$ cat config.mk
export PLATFORM = sky130hd
export DESIGN_NAME = mux_bus_seq
export DESIGN_NICKNAME = d
export VERILOG_FILES = /design/src/rtl/mux_bus_seq.sv
export SDC_FILE = /design/constraint.sdc
export NUM_CORES = 1
export LEC_CHECK = 0
export ABC_AREA = 1
export BUFFER_PORTS_ARGS = -buffer_cell sky130_fd_sc_hd__buf_4
export CAP_MARGIN = 20
export CORE_ASPECT_RATIO = 1.25
export CORE_UTILIZATION = 36
export DETAILED_ROUTE_END_ITERATION = 8
export GPL_ROUTABILITY_DRIVEN = 0
export PLACE_DENSITY_LB_ADDON = 0.3
export SYNTH_ARGS = -nofsm -noshare
export SYNTH_HDL_FRONTEND = slang
export SYNTH_SLANG_ARGS = --single-unit
export TNS_END_PERCENT = 50
$ cat constraint.sdc
create_clock -name clk -period 1.6 [get_ports clk]
set_input_delay 0.24 -clock clk [delete_from_list [all_inputs] [get_ports clk]]
set_output_delay 0.24 -clock clk [all_outputs]
set_load 0.05 [all_outputs]
$ cat src/rtl/mux_bus_seq.sv
module mux_bus_seq #(
  parameter int DW   = 16,
  parameter int AW   = 20,
  parameter int SYNC = 2
) (
  input  logic          clk,
  input  logic          rst_n,
  input  logic          req_valid,
  input  logic [AW-1:0] req_addr,
  input  logic          req_write,
  input  logic          req_mem,
  input  logic          req_byte,
  input  logic [1:0]    req_seg,
  input  logic [DW-1:0] req_wdata,
  output logic          done,
  output logic [DW-1:0] rdata,
  output logic [DW-1:0] ad_out,
  output logic          ad_oe,
  input  logic [DW-1:0] ad_in,
  output logic [AW-DW-1:0] hi_out,
  output logic          hi_oe,
  output logic          bhe_n,
  output logic          ale,
  output logic          rd_n,
  output logic          wr_n,
  output logic          den_n,
  output logic          dt_r,
  output logic          mio,
  output logic          ctl_oe,
  input  logic          ready,
  input  logic          hold,
  output logic          hlda
);

  localparam int HW = AW - DW;

  typedef enum logic [2:0] {S_IDLE, S_T1, S_T2, S_T3, S_TW, S_T4, S_HOLD} st_t;

  st_t st, nx;
  logic [SYNC-1:0] hsync;
  logic            hold_s;
  logic [AW-1:0]   r_addr;
  logic [DW-1:0]   r_wdata;
  logic [1:0]      r_seg;
  logic            r_write, r_mem, r_byte;

  assign hold_s = hsync[SYNC-1];

  always_ff @(posedge clk or negedge rst_n)
    if (!rst_n) hsync <= '0;
    else        hsync <= {hsync[SYNC-2:0], hold};

  always_comb begin
    nx = st;
    case (st)
      S_IDLE: if (hold_s) nx = S_HOLD; else if (req_valid) nx = S_T1;
      S_T1:   nx = S_T2;
      S_T2:   nx = S_T3;
      S_T3,
      S_TW:   nx = ready ? S_T4 : S_TW;
      S_T4:   nx = hold_s ? S_HOLD : S_IDLE;
      S_HOLD: if (!hold_s) nx = S_IDLE;
      default: nx = S_IDLE;
    endcase
  end

  always_ff @(posedge clk or negedge rst_n)
    if (!rst_n) st <= S_IDLE;
    else        st <= nx;

  always_ff @(posedge clk or negedge rst_n)
    if (!rst_n) begin
      r_addr  <= '0;
      r_wdata <= '0;
      r_seg   <= '0;
      r_write <= 1'b0;
      r_mem   <= 1'b0;
      r_byte  <= 1'b0;
    end else if (st == S_IDLE && nx == S_T1) begin
      r_addr  <= req_addr;
      r_wdata <= req_wdata;
      r_seg   <= req_seg;
      r_write <= req_write;
      r_mem   <= req_mem;
      r_byte  <= req_byte;
    end

  always_ff @(posedge clk or negedge rst_n)
    if (!rst_n) rdata <= '0;
    else if ((st == S_T3 || st == S_TW) && ready && !r_write) rdata <= ad_in;

  logic in_t1, mid, data_ph, active;
  assign in_t1   = (st == S_T1);
  assign mid     = (st == S_T2) || (st == S_T3) || (st == S_TW);
  assign data_ph = mid || (st == S_T4);
  assign active  = in_t1 || data_ph;

  assign ale    = in_t1;
  assign ad_oe  = in_t1 || (data_ph && r_write);
  assign ad_out = in_t1 ? r_addr[DW-1:0] : r_wdata;
  assign hi_oe  = active;
  assign hi_out = in_t1 ? (r_mem ? r_addr[AW-1:DW] : '0) : HW'(r_seg);
  assign bhe_n  = !(active && (!r_byte || r_addr[0]));
  assign rd_n   = !(mid && !r_write);
  assign wr_n   = !(mid && r_write);
  assign den_n  = !data_ph;
  assign dt_r   = r_write;
  assign mio    = r_mem;
  assign ctl_oe = (st != S_HOLD);
  assign hlda   = (st == S_HOLD);
  assign done   = (st == S_T4);

endmodule


==> metrics.cfg <==
[status]
outcome = complete, but fails checks
violations = negative setup slack

[power]
ir_drop_mv = 2.15
finalPower_mw = 11.4
power.leakage_nw = 2.26
powerDensity_mw_per_mm2 = 2490

[route]
drc = 0
postRouteWirelength_mm = 7.27
dr.pass1.iters = 4
drt_iter0_markers = 74
wl_per_cell_um = 13.0
avgViaCountPerCell = 4.75
vias = 2650
final_antenna_net_count = 0

[clock_tree]
numCtsBuffers = 9
clk_latency_ns = 0.33
path_clk_slew_ns = 0.07
clock_sinks = 62
htree_levels = 3
root_buffer = clkbuf_8
clock_path_buffers = 2
cts_tree = done

[die]
die_x_um = 82.3
num_io_pins = 110
die_y_um = 102
coreArea_mm2 = 0.00779
start_util_pct = 37.2
rows = 36
die_area_mm2 = 0.00843

[setup_path]
end_kind = output pin
path_max_fanout = 4
critical_path_class = reg2out
critPathLaunchType = flop
rrSetupSlack_ns = 0.14
cp.required_ns = 1.36
r2r_cells = 6
cp.arrival_ns = 1.56

[flow_run]
maxCapViolations = 0

[global_routing]
overflow = 0
grt_pass1_wl_mm = 11.9
grt_use_total_pct = 19.0
grt_antenna_before_repair = 0
first_global_vias = 2610
grt_max_degree = 42

[synthesis]
syn-cell-area_mm2 = 0.00290
synthFlopType = dfrtp_1
synth_nets = 396
yosysWarnings = 0
synthTopCellsByCount = nand2_1 (121), dfrtp_1 (62), o21ai_0 (47), inv_1 (31), nand4_1 (16)
ys_seq_elements = 62
synthCells = 334
yosys-top-cells-area = dfrtp_1 (53%), nand2_1 (16%), o21ai_0 (8.1%)
ys_seq_area_share_pct = 53.5
synth_top_area_share_pct = 53.5
synth-edff-count = 0
syn_area_per_cell_um2 = 8.69
yosysMostFrequentCell = nand2_1
async_flop_share_pct = 100
yosys.area.top_type = dfrtp_1
ys_types = 23

[sta]
rsz0062_at_grt = true
fin_crit_sh_pct = 113
worst_slack_ns = -0.201
tightest_slew_ns = 0.414
skew_ns = 0.00775
final_max_slew_viol_count = 0
fmaxAchievable_ghz = 0.555
slew_headroom_pct = 72.4
min_period_ns = 1.80
hold_violations = 0
setup_viol = 27

[cells_and_area]
fillers = 676
utilization_pct = 58.7
fin_nets = 520
drive_above_1_share_pct = 44.7
n_antenna_cell = 0
seqCellArea_mm2 = 0.00155
area_delta_synth_final_pct = 57.7
multi_input_area_mm2 = 0.00138

[hold_path]
hp-class = in2reg
min_path_cells = 3

[place]
dp_hpwl_mm = 5.07
io_buffers = 109

-- registers in the layout, summed over array words and instances, names as in the netlist --
signal	count
r_addr	20
mio	1
r_wdata	16
st	3
hsync	2
r_byte	1
r_seg	2
dt_r	1
rdata	16
-- critical path, cell delays in order (launching register included) --
cell and delay [ns]:
dfrtp_2 0.41, inv_2 0.07, nand2_4 0.05, nor2_4 0.17
buf_6 0.16, nand2_8 0.08, o22ai_4 0.11, buf_6 0.18
-- cells by family after synthesis --
family,share of synthesized area [%]
and+or+nand+nor,23.7
buffers and inverters,9.31
AOI/OAI and AO/OA,13.5
DFF,53.5
-- stage by stage --
| stage | area (um^2) | instances | setup slack, ns | TNS, ns | hold WS, ns |
|---|---|---|---|---|---|
| after floorplan | 3170 | 334 | -0.308 | -6.10 | -0.0556 |
| after global placement | 4080 | 535 | -0.0601 | -0.900 | 0.206 |
| after detailed placement | 4080 | 535 | -0.139 | -1.84 | 0.207 |
| after CTS | 4550 | 558 | -0.219 | -4.85 | 0.0857 |
| after global routing | 4570 | 558 | -0.290 | -6.99 | 0.0870 |
| final | 4570 | 558 | -0.201 | -4.40 | 0.108 |
-- placed cells by master (no fill, tap or decap), types with 3 or more instances in the layout --
cell type  count
nor2_4         7
buf_6         25
nand2_4        3
o21ai_0       28
inv_1         30
nand2_1      111
buf_12         4
clkinv_2       3
inv_2          3
nand4_1       16
clkbuf_8      11
buf_4         93
dfrtp_1       61
o21ai_4       17
buf_8          5
nand2_2        7
o21ai_2       17
-- layer usage --
metal / up-vias / global-route usage, % / share of wire, %
met5: - / 0 / 0
li1: 1317 / - / -
met4: 0 / 6.88 / 1.4
met1: 1232 / 22.4 / 43
met3: 11 / 5.18 / 6.2
met2: 90 / 32.7 / 49
-- final timing paths --
check,from,end
worst max-delay path,st[1],hi_out[0]
worst min-delay path,req_wdata[13],r_wdata[13]
worst max register to register,st[0],r_addr[4]
worst min register to register,hsync[0],hsync[1]
max in group asynchronous,rst_n,r_addr[15]
min in group asynchronous,rst_n,r_addr[2]
-- what timing repair did --
item,in CTS,in global routing
endpoints found under the setup margin,30,30
hold buffers,2,0
pin swaps,4,0
endpoints found under the hold margin,31,0
setup buffers,3,0
cloned,2,0
gates resized for setup,54,6
-- where the power goes --
part / leakage [nW] / switching, mW / total [mW] / internal, mW
Sequential: 0.765 / 0.376 / 2.67 / 2.29
Combinational: 1.39 / 4.79 / 7.33 / 2.55
Clock: 0.106 / 0.571 / 1.37 / 0.797
Total: 2.26 / 5.73 / 11.4 / 5.64
-- area by class of cell --
type / count / area share (%)
Sequential cell: 62 / 33.9
Multi-Input combinational cell: 219 / 30.1
Timing Repair Buffer: 129 / 25.2
Clock buffer: 12 / 3.39
Inverter: 35 / 3.15
Tap cell: 95 / 2.60
Clock inverter: 4 / 0.985
Timing Repair inverter: 2 / 0.602
Note: power is estimated with default switching activity, not from simulation.
